--- src/rtl/mis_pkg.sv ---
package mis_pkg;
   // Source indices in the raw / masked / clear layout
   typedef enum int unsigned {
      SRC_TXDONE = 0,
      SRC_RXRDY  = 1,
      SRC_RXOVF  = 2
   } mis_src_e;

   localparam int unsigned MIS_NSRC    = 3;
   localparam int unsigned MIS_POS_W   = 8;
   // Control-word position of each source enable, field i serves source i
   localparam logic [MIS_NSRC*MIS_POS_W-1:0] MIS_EN_MAP_DFLT =
      {8'd6, 8'd4, 8'd5};
endpackage

--- src/rtl/mis_sticky_bit.sv ---
module mis_sticky_bit (
   input  logic clk,
   input  logic rst_n,
   input  logic set_i,
   input  logic clr_i,
   output logic q
);
   always_ff @(posedge clk) begin
      if (!rst_n)
         q <= 1'b0;
      else if (set_i)
         q <= 1'b1;
      else if (clr_i)
         q <= 1'b0;
   end

   AST_SET_WINS:  assert property (@(posedge clk) disable iff (!rst_n)
      set_i |=> q);
   AST_CLR_TAKES: assert property (@(posedge clk) disable iff (!rst_n)
      (!set_i && clr_i) |=> !q);
   AST_STICKY:    assert property (@(posedge clk) disable iff (!rst_n)
      (!set_i && !clr_i) |=> $stable(q));
endmodule

--- src/rtl/mis_enable_remap.sv ---
module mis_enable_remap #(
   parameter int unsigned DATA_W = 32,
   parameter int unsigned NSRC   = 3,
   parameter int unsigned POS_W  = 8,
   parameter logic [NSRC*POS_W-1:0] EN_MAP = '0
) (
   input  logic [DATA_W-1:0] ctrl_word,
   output logic [NSRC-1:0]   en_o
);
   for (genvar i = 0; i < NSRC; i++) begin : g_en
      localparam int unsigned POS = int'(EN_MAP[i*POS_W +: POS_W]);
      initial begin
         assert (POS < DATA_W) else $error("enable position out of range");
      end
      assign en_o[i] = ctrl_word[POS];
   end
endmodule

--- src/rtl/mis_clear_decode.sv ---
module mis_clear_decode #(
   parameter int unsigned NSRC = 3
) (
   input  logic            clr_we,
   input  logic [NSRC-1:0] wr_low,
   output logic [NSRC-1:0] clr_o
);
   for (genvar i = 0; i < NSRC; i++) begin : g_clr
      assign clr_o[i] = clr_we & wr_low[i];
   end
endmodule

--- src/rtl/mis_irq_unit.sv ---
module mis_irq_unit #(
   parameter int unsigned DATA_W = 32,
   parameter int unsigned NSRC   = mis_pkg::MIS_NSRC,
   parameter int unsigned POS_W  = mis_pkg::MIS_POS_W,
   parameter logic [NSRC*POS_W-1:0] EN_MAP = mis_pkg::MIS_EN_MAP_DFLT
) (
   input  logic              clk,
   input  logic              rst_n,
   input  logic [NSRC-1:0]   evt_i,
   input  logic [DATA_W-1:0] ctrl_word,
   input  logic              clr_we,
   input  logic              stat_we,
   input  logic [DATA_W-1:0] wr_data,
   output logic [DATA_W-1:0] raw_stat,
   output logic [DATA_W-1:0] masked_stat,
   output logic              irq
);
   localparam int unsigned PAD_W = DATA_W - NSRC;

   function automatic logic [DATA_W-1:0] en_mask_f();
      logic [DATA_W-1:0] m = '0;
      for (int i = 0; i < NSRC; i++) m[int'(EN_MAP[i*POS_W +: POS_W])] = 1'b1;
      return m;
   endfunction
   localparam logic [DATA_W-1:0] EN_MASK = en_mask_f();

   initial begin
      assert (NSRC > 0 && NSRC < DATA_W) else $error("NSRC must fit below DATA_W");
      assert ($countones(EN_MASK) == NSRC) else $error("enable positions must be distinct");
   end

   logic [NSRC-1:0] raw_q;
   logic [NSRC-1:0] en_w;
   logic [NSRC-1:0] clr_w;
   logic [NSRC-1:0] masked_w;

   mis_enable_remap #(
      .DATA_W(DATA_W), .NSRC(NSRC), .POS_W(POS_W), .EN_MAP(EN_MAP)
   ) u_remap (
      .ctrl_word(ctrl_word),
      .en_o     (en_w)
   );

   mis_clear_decode #(.NSRC(NSRC)) u_clr (
      .clr_we(clr_we),
      .wr_low(wr_data[NSRC-1:0]),
      .clr_o (clr_w)
   );

   for (genvar i = 0; i < NSRC; i++) begin : g_src
      mis_sticky_bit u_bit (
         .clk  (clk),
         .rst_n(rst_n),
         .set_i(evt_i[i]),
         .clr_i(clr_w[i]),
         .q    (raw_q[i])
      );
   end

   assign masked_w    = raw_q & en_w;
   assign raw_stat    = {{PAD_W{1'b0}}, raw_q};
   assign masked_stat = {{PAD_W{1'b0}}, masked_w};
   assign irq         = |masked_w;

   AST_RESET_CLEAR: assert property (@(posedge clk)
      !rst_n |=> (raw_stat == '0 && !irq));
   AST_MASK_SUBSET: assert property (@(posedge clk) disable iff (!rst_n)
      (masked_stat & ~raw_stat) == '0);
   AST_IRQ_LEVEL:   assert property (@(posedge clk) disable iff (!rst_n)
      irq == (masked_stat != '0));
   AST_RO_WRITE:    assert property (@(posedge clk) disable iff (!rst_n)
      (stat_we && !clr_we && evt_i == '0) |=> $stable(raw_stat));
   AST_CLR_UPPER:   assert property (@(posedge clk) disable iff (!rst_n)
      (clr_we && wr_data[NSRC-1:0] == '0 && wr_data[DATA_W-1:NSRC] != '0
       && evt_i == '0) |=> $stable(raw_stat));
   AST_CTRL_OTHER:  assert property (@(posedge clk) disable iff (!rst_n)
      ($stable(raw_stat) && ((ctrl_word ^ $past(ctrl_word)) & EN_MASK) == '0)
      |-> $stable(masked_stat));
endmodule

--- config.mk ---
export PLATFORM = sky130hd
export DESIGN_NAME = mis_irq_unit
export DESIGN_NICKNAME = d
export VERILOG_FILES = /design/src/rtl/mis_pkg.sv /design/src/rtl/mis_sticky_bit.sv /design/src/rtl/mis_enable_remap.sv /design/src/rtl/mis_clear_decode.sv /design/src/rtl/mis_irq_unit.sv
export SDC_FILE = /design/constraint.sdc
export NUM_CORES = 1
export LEC_CHECK = 0
export ABC_AREA = 1
export BUFFER_PORTS_ARGS = -buffer_cell sky130_fd_sc_hd__clkbuf_2
export CAP_MARGIN = 20
export CORE_MARGIN = 1
export CORE_UTILIZATION = 21
export DETAILED_ROUTE_END_ITERATION = 10
export GPL_TIMING_DRIVEN = 0
export PLACE_DENSITY = 0.77
export SLEW_MARGIN = 20
export SYNTH_ARGS = -nofsm -noshare
export SYNTH_HDL_FRONTEND = slang
export SYNTH_SLANG_ARGS = --single-unit
--- constraint.sdc ---
create_clock -name clk -period 0.8 [get_ports clk]
set_input_delay 0.08 -clock clk [delete_from_list [all_inputs] [get_ports clk]]
set_output_delay 0.08 -clock clk [all_outputs]
set_load 0.01 [all_outputs]
==> results.json, run 1 <==
{
  "status": "complete, but fails checks",
  "violations": "negative setup slack",
  "post_dp_cell_area_um2": 948,
  "crit_slowest_cell": "dfxtp_2",
  "rows": 19,
  "place_ws_ns": 0.0954,
  "use_met2_pct": 10.2,
  "crit_chain": "nand2_2 -> nand3_2 -> clkbuf_2",
  "largest_register_ffs": 3,
  "ff_latch_area_um2": 63.8,
  "grt_max_degree": 4,
  "drv_slew": 0,
  "cts_tree": "built",
  "ir_worst_vdd_mv": 0.559,
  "antenna_cells": 0,
  "synth_cells": 85,
  "clkLatencyLatePin_ns": 0.23,
  "syn_to_final_growth_pct": 66.7,
  "cts_max_level": 1,
  "p_leak_nw": 0.724,
  "worst_slack_ns": -0.0818,
  "drv_cap": 0,
  "yosys.area.top_type": "buf_4",
  "grt_use_met3_pct": 6.98,
  "drive_above_1_share_pct": 54.9,
  "top_register": "g_src.u_bit.q",
  "crit_end": "irq",
  "io-pin-count": 136,
  "cp_num_cells": 3,
  "reg2reg_depth": 2,
  "postLayoutCellArea_um2": 1010,
  "endpoint_kind": "output pin",
  "syn-cell-area_um2": 606,
  "cts-buffers-inserted": 3,
  "r2r_slack_ns": 0.23,
  "min_period_ns": 0.882,
  "rsz0062_at_grt": "yes",
  "timing.rr.start": "g_src[2].u_bit.q",
  "synth.yosys.warnings": 0,
  "layout_common_cells": "buf_4, conb_1, clkbuf_2",
  "synth-xor-area-share_pct": 0,
  "path_clk_slew_ns": 0.04,
  "synth_mux_area_share_pct": 0,
  "grt_pass1_vias": 332,
  "ys_seq_area_share_pct": 9.92,
  "netlist-cell-type-count": 8,
  "power.density_nw_per_um2": 893,
  "critPathLaunchType": "register",
  "final_hold_viol_count": 0,
  "postSynthAreaPerCell_um2": 7.12,
  "multi_input_area_um2": 288,
  "die_y_um": 55.7,
  "cp_top_family": "flip-flops",
  "max_stage_delay_ns": 0.33,
  "place_congestion": 0.546,
  "post-cts-setup-buffers": 0,
  "root_buffer": "clkbuf_4",
  "critical_path_peak_fanout": 3,
  "die_area_um2": 3100,
  "yosys.area_share.simple_pct": 6.40,
  "arrival_ns": 0.80,
  "routed_via_density": 2.57,
  "die_x_um": 55.7,
  "grt_pass1_wl_um": 1440,
  "drcViolationCount": 0,
  "r2r-end": "g_src[2].u_bit.q",
  "crit_required_ns": 0.72,
  "ctsHoldBuffers": 0,
  "wl_per_cell_um": 5.09,
  "cp-startpoint": "g_src[2].u_bit.q",
  "synth_area_leaders": "buf_4, dfxtp_1, nand2_1",
  "grt_use_total_pct": 6.68,
  "grt_use_met1_pct": 4.68,
  "critPathBufInv": 1,
  "nFillCells": 289,
  "overflow": 0,
  "finalSetupViolCount": 7,
  "initial_utilization_pct": 22.2,
  "grt-busiest-layer": "met2",
  "first_pass_iters": 4,
  "port_buffers": 18,
  "ys_ff_latch": 3,
  "drtAntennaViolNets": 0,
  "synth_compound_area_share_pct": 3.10,
  "synthAdderAreaFrac_pct": 0,
  "numClockSinks": 3,
  "fin_nets": 236,
  "drt_iter0_drc": 6,
  "layout_commonest_cell": "buf_4",
  "max_freq_mhz": 1130,
  "post-route-period-util_pct": 110,
  "antenna_found_initial": 0,
  "wl_um": 993,
  "vias": 502,
  "worstSetupPathType": "reg2out",
  "largest_registers": "g_src.u_bit.q (3)",
  "hold_class": "in2reg",
  "synth_top_area_share_pct": 75.6,
  "clockBufferDepth": 2,
  "dpl.hpwl_um": 952,
  "synth_top_family_by_area": "buffers and inverters",
  "clock_skew_ns": 0,
  "core_um2": 2730
}
logic make-up (layout without fill, tap and decap cells):
kind of cell	Yosys count	in the layout
AOI/OAI and AO/OA	3	3
buffers and inverters	68	90
and+or+nand+nor	10	10
other	1	58
DFF	3	3
final cells by class:
cell class                      count  share of cell area, %
Buffer                             61                   45.4
Clock buffer                        4                   2.60
Inverter                            7                   2.60
Multi-Input combinational cell     71                   28.5
Sequential cell                     3                   6.32
Tap cell                           31                   3.84
Timing Repair Buffer               18                   10.8
report_power, final:
| group | leakage [nW] | switching, mW | internal (mW) |
|---|---|---|---|
| clock network | 0.0150 | 0.0748 | 0.187 |
| logic | 0.683 | 0.212 | 0.256 |
| registers | 0.0257 | 0.00917 | 0.164 |
worst min path at each step:
| stage | slack [ns] | startpoint | cells after the start | endpoint |
|---|---|---|---|---|
| floorplan | 0.21 | evt_i[0] | 2 | g_src[0].u_bit.q |
| global placement | 0.31 | evt_i[0] | 3 | g_src[0].u_bit.q |
| detailed placement | 0.31 | evt_i[2] | 3 | g_src[2].u_bit.q |
| CTS | 0.06 | evt_i[2] | 3 | g_src[2].u_bit.q |
| global route | 0.08 | evt_i[2] | 3 | g_src[2].u_bit.q |
| finish | 0.07 | evt_i[2] | 3 | g_src[2].u_bit.q |
cells in the mapped netlist, drive strengths merged:
cell and n:
dfxtp 3, nand2 9, a21oi 3, buf 61
nand3 1, conb 1, inv 7
what timing repair did:
action / 4_1_cts / 5_1_grt
gates resized for setup: 7 / 9
setup endpoints to repair: 7 / 7
endpoints found under the hold margin: 0 / 0
pin swaps: 2 / 0
worst min-delay path, delay by kind of cell:
| family | cells | cell delay (ns) |
|---|---|---|
| compound gates | 1 | 0.05 |
| buf+inv | 2 | 0.12 |
per-layer routing:
metal / share of wire [%] / wire (um) / up-vias
met5: 0 / 0 / -
met4: 0 / 0 / 0
met3: 24 / 241 / 0
met2: 51 / 507 / 44
met1: 25 / 244 / 168
li1: - / - / 290
per-stage QoR:
step                      hold slack (ns)  power, mW  util, %  cells  setup TNS, ns
final                              0.0662      0.902     36.9    195         -0.458
after floorplan                     0.214      0.554        -    142              0
after detailed placement            0.311      0.609     34.7    191              0
after global placement              0.310      0.606     34.7    191              0
after CTS                          0.0554      0.897     36.2    195         -0.592
after global routing               0.0800      0.984     36.9    195         -0.772
Note: power is estimated with default switching activity, not from simulation.
==> inputs of run 2 (changes only) <==
--- a/config.mk
+++ b/config.mk
@@ -10,6 +10,7 @@
 export CAP_MARGIN = 20
 export CORE_MARGIN = 1
 export CORE_UTILIZATION = 21
+export CTS_BUF_LIST = sky130_fd_sc_hd__clkbuf_4 sky130_fd_sc_hd__clkbuf_8 sky130_fd_sc_hd__clkbuf_16
 export DETAILED_ROUTE_END_ITERATION = 10
 export GPL_TIMING_DRIVEN = 0
 export PLACE_DENSITY = 0.77
==> run 2 against run 1 <==
  * Setup slack about the same
  * Clock power increased by 13%
  * Combinational power about the same
  * Highest routed layer unchanged
  * Power increased by 3.6%
  * Cell count unchanged
  * Flip-flop and latch count unchanged
  * The flow still finishes with violations (negative setup slack)
  * Clock-buffer cell count unchanged
  * Critical path type unchanged
  * Sequential share of layout area about the same
  * Clock skew unchanged
  * Sequential power about the same
  * Maximum frequency about the same
  * Die area unchanged
  * Largest power group unchanged
==> results.json, run 2 (same netlist as run 1, synthesis figures left out) <==
{
  "routed_via_density": 2.58,
  "crit_required_ns": 0.72,
  "drt_iter0_drc": 6,
  "worst_slack_ns": -0.0814,
  "overflow": 0,
  "fin_util_pct": 37.1,
  "dpl.hpwl_um": 952,
  "clkLatencyLatePin_ns": 0.23,
  "reg2reg_depth": 2,
  "post-route-period-util_pct": 110,
  "root_buffer": "clkbuf_4",
  "cts_max_level": 1,
  "die_x_um": 55.7,
  "ctsHoldBuffers": 0,
  "io-pin-count": 136,
  "nFillCells": 287,
  "hold_path_end": "g_src[0].u_bit.q",
  "drive_above_1_share_pct": 55.5,
  "hold_class": "in2reg",
  "layout_commonest_cell": "buf_4",
  "core_um2": 2730,
  "endpoint_kind": "output pin",
  "worstSetupPathType": "reg2out",
  "clock_skew_ns": 0,
  "drcViolationCount": 0,
  "drv_slew": 0,
  "place_congestion": 0.546,
  "top_register": "g_src.u_bit.q",
  "post-cts-setup-buffers": 0,
  "port_buffers": 18,
  "finalSetupViolCount": 7,
  "syn_to_final_growth_pct": 67.4,
  "arrival_ns": 0.80,
  "rows": 19,
  "critPathLaunchType": "register",
  "min-delay-start": "evt_i[0]",
  "cts-buffers-inserted": 3,
  "post_dp_cell_area_um2": 948,
  "rsz0062_at_grt": "yes",
  "hold_depth": 3,
  "grt_use_total_pct": 6.63,
  "fin_setup_tns_ns": -0.455,
  "die_area_um2": 3100,
  "largest_register_ffs": 3,
  "antenna_found_initial": 0,
  "numClockSinks": 3,
  "violations": "negative setup slack",
  "die_y_um": 55.7,
  "postLayoutCellArea_um2": 1010,
  "cts_tree": "built",
  "max_freq_mhz": 1130,
  "cp-startpoint": "g_src[0].u_bit.q",
  "drtAntennaViolNets": 0,
  "vias": 504,
  "fin_nets": 236,
  "drv_cap": 0,
  "first_pass_iters": 4,
  "r2r_slack_ns": 0.23,
  "critical_path_peak_fanout": 3,
  "wl_um": 990,
  "ir_worst_vdd_mv": 0.562,
  "grt_pass1_wl_um": 1430,
  "min_period_ns": 0.881,
  "grt_pass1_vias": 335,
  "grt_max_degree": 4,
  "largest_registers": "g_src.u_bit.q (3)",
  "power.density_nw_per_um2": 922,
  "wl_per_cell_um": 5.08,
  "r2r-end": "g_src[2].u_bit.q",
  "path_clk_slew_ns": 0.03,
  "initial_utilization_pct": 22.2,
  "layout_common_cells": "buf_4, conb_1, clkbuf_2",
  "p_leak_nw": 0.727,
  "clockBufferDepth": 2,
  "status": "complete, but fails checks",
  "final_hold_viol_count": 0,
  "antenna_cells": 0,
  "timing.rr.start": "g_src[2].u_bit.q"
}
[run 2: cell counts in the layout (fill, tap and decap cells not counted)]
Identical to the previous run, type by type.
[run 2: report_power, final]
group          total (mW)  internal [mW]  switching [mW]
logic               0.467          0.256           0.212
clock network       0.294          0.220          0.0734
registers           0.173          0.164         0.00917
[run 2: cell type report]
cell class / instances / area (um^2) / area share, %
buffer: 61 / 458 / 45.2
clock buffer: 4 / 30.0 / 2.96
inverter: 7 / 26.3 / 2.59
multi-input combinational: 71 / 288 / 28.4
sequential: 3 / 63.8 / 6.30
tap: 31 / 38.8 / 3.83
timing repair buffer: 18 / 109 / 10.7
[run 2: critical path, stage by stage (launching register included)]
cell      delay [ns]
dfxtp_2         0.33
nand2_2         0.06
nand3_2         0.06
clkbuf_2        0.12
[run 2: how the worst max path moves through the flow]
| stage | endpoint | depth (start not counted) |
|---|---|---|
| 4_1_cts | irq | 3 |
| 3_3_place_gp | irq | 3 |
| 3_5_place_dp | irq | 3 |
| 6_report | irq | 3 |
| 5_1_grt | irq | 3 |
| 2_1_floorplan | irq | 2 |
[run 2: repair_timing]
action / 4_1_cts / 5_1_grt
pin swaps: 2 / 0
endpoints found under the setup margin: 7 / 7
resized for setup: 7 / 9
[run 2: per-layer routing]
metal	share of wire [%]	GRT usage (%)	vias up
met1	25	4.68	170
met4	0	5.36	0
met5	0	0	-
met2	51	9.98	44
met3	24	6.98	0
li1	-	-	290
[run 2: metrics by stage]
stage,power (mW),setup WS [ns],hold slack (ns),instances
2_1_floorplan,0.554,0.215,0.214,142
3_3_place_gp,0.606,0.108,0.310,191
3_5_place_dp,0.609,0.0954,0.311,191
4_1_cts,0.929,-0.0980,0.0570,195
5_1_grt,1.01,-0.133,0.0821,195
6_report,0.934,-0.0814,0.0668,195
==> inputs of run 3 (changes only) <==
--- a/config.mk
+++ b/config.mk
@@ -18,3 +18,4 @@
 export SYNTH_ARGS = -nofsm -noshare
 export SYNTH_HDL_FRONTEND = slang
 export SYNTH_SLANG_ARGS = --single-unit
+export TNS_END_PERCENT = 1
==> run 3 against run 2 <==
  * The flow still finishes with violations (negative setup slack)
  * Combinational power fell by 3%
  * Critical path depth did not move
  * First-iteration DRC count rose by 17%
  * Hold slack did not move
  * Clock skew did not move
  * Setup slack improved by 0.00075 ns
  * Maximum frequency barely moved
  * Power fell by 1.6%
  * Sequential power barely moved
  * Die area did not move
  * Sequential share of layout area rose by 0.12 points
  * Clock power barely moved
  * Highest routed layer unchanged
==> results.json, run 3 (same netlist as run 1, synthesis figures left out) <==
{
  "power.density_nw_per_um2": 924,
  "numClockSinks": 3,
  "rows": 19,
  "ir_worst_vdd_mv": 0.549,
  "die_x_um": 55.7,
  "port_buffers": 18,
  "timing.rr.start": "g_src[2].u_bit.q",
  "total_power_mw": 0.919,
  "post-cts-setup-buffers": 0,
  "antenna_cells": 0,
  "crit_required_ns": 0.72,
  "grt_pass1_vias": 335,
  "dpl.hpwl_um": 952,
  "ctsHoldBuffers": 0,
  "post_dp_cell_area_um2": 948,
  "hold_class": "in2reg",
  "largest_registers": "g_src.u_bit.q (3)",
  "min-delay-start": "evt_i[0]",
  "drtAntennaViolNets": 0,
  "hold_depth": 3,
  "grt_max_degree": 4,
  "drt_iter0_drc": 7,
  "max_freq_mhz": 1140,
  "grt_use_total_pct": 6.63,
  "path_clk_slew_ns": 0.04,
  "cp_top_family": "flip-flops",
  "die_y_um": 55.7,
  "largest_register_ffs": 3,
  "post-route-period-util_pct": 110,
  "vias": 499,
  "reg2reg_depth": 2,
  "first_pass_iters": 4,
  "core_um2": 2730,
  "max_stage_delay_ns": 0.33,
  "min_period_ns": 0.881,
  "top_register": "g_src.u_bit.q",
  "routed_via_density": 2.56,
  "cts-buffers-inserted": 3,
  "drive_above_1_share_pct": 55.5,
  "finalSetupViolCount": 7,
  "io-pin-count": 136,
  "critPathBufInv": 1,
  "critPathLaunchType": "register",
  "final_hold_viol_count": 0,
  "drcViolationCount": 0,
  "arrival_ns": 0.80,
  "layout_common_cells": "buf_4, conb_1, clkbuf_2",
  "fin_nets": 236,
  "status": "complete, but fails checks",
  "hold_path_end": "g_src[0].u_bit.q",
  "overflow": 0,
  "crit_chain": "nand2_2 -> nand3_2 -> clkbuf_2",
  "root_buffer": "clkbuf_4",
  "grt_pass1_wl_um": 1430,
  "nFillCells": 286,
  "violations": "negative setup slack",
  "endpoint_kind": "output pin",
  "r2r-end": "g_src[2].u_bit.q",
  "postLayoutCellArea_um2": 995,
  "r2r_slack_ns": 0.23,
  "clock_skew_ns": 0,
  "rsz0062_at_grt": "yes",
  "p_leak_nw": 0.722,
  "antenna_found_initial": 0,
  "wl_um": 971,
  "drv_slew": 0,
  "wl_per_cell_um": 4.98,
  "die_area_um2": 3100,
  "crit_slowest_cell": "dfxtp_2",
  "critical_path_peak_fanout": 3,
  "syn_to_final_growth_pct": 64.3,
  "cts_max_level": 1,
  "timing.hold.ws_ns": 0.0668,
  "clkLatencyLatePin_ns": 0.23,
  "initial_utilization_pct": 22.2,
  "place_congestion": 0.546,
  "worst_slack_ns": -0.0806,
  "worstSetupPathType": "reg2out",
  "drv_cap": 0,
  "cts_tree": "built",
  "layout_commonest_cell": "buf_4",
  "clockBufferDepth": 2
}
==> run 3: changes by cell type in the layout (fill, tap and decap cells not counted) <==
| cell | before | now |
|---|---|---|
| buf_6 | 3 | 0 |
| clkbuf_2 | 12 | 15 |
==> run 3: how the worst max path moves through the flow <==
stage | slack [ns] | from | to | cells past startpoint
global placement | 0.11 | g_src[1].u_bit.q | irq | 3
CTS | -0.1 | g_src[2].u_bit.q | irq | 3
floorplan | 0.21 | g_src[1].u_bit.q | irq | 2
global route | -0.13 | g_src[0].u_bit.q | irq | 3
finish | -0.08 | g_src[2].u_bit.q | irq | 3
detailed placement | 0.1 | g_src[1].u_bit.q | irq | 3
==> run 3: final cells by class <==
type	instances	area (um^2)	area share, %
well taps	31	38.8	3.90
multi-input cells	71	288	28.9
flip-flops and latches	3	63.8	6.42
repair buffers	18	90.1	9.06
plain buffers	61	458	46.0
clock buffers	4	30.0	3.02
inverters	7	26.3	2.64
==> run 3: stage by stage <==
step / setup TNS (ns) / util (%) / worst slack, ns / std cells
global route: -0.784 / 36.4 / -0.129 / 195
global placement: 0 / 34.7 / 0.108 / 191
detailed placement: 0 / 34.7 / 0.0954 / 191
finish: -0.464 / 36.4 / -0.0806 / 195
floorplan: 0 / - / 0.215 / 142
CTS: -0.586 / 36.4 / -0.0980 / 195
==> run 3: layer usage <==
metal / up-vias / wire, um / GRT usage, %
met2: 44 / 480 / 9.98
met3: 0 / 250 / 6.98
met5: - / 0 / 0
li1: 290 / - / -
met4: 0 / 0 / 5.36
met1: 165 / 240 / 4.68
==> run 3: worst min-delay path, stage by stage <==
cell and delay (ns):
clkbuf_2 0.08, inv_1 0.04, a21oi_1 0.05
==> run 3: timing repair <==
| item | CTS | global route |
|---|---|---|
| endpoints found under the setup margin | 7 | 7 |
| hold endpoints to repair | 0 | 0 |
| resized for setup | 7 | 3 |
| pin swaps | 2 | 0 |
==> run 3: where the power goes <==
part	total (mW)	internal (mW)	switching [mW]	leakage, nW
sequential	0.173	0.164	0.00920	0.0257
clock	0.294	0.220	0.0734	0.0184
combinational	0.453	0.244	0.209	0.678
total	0.919	0.628	0.292	0.722
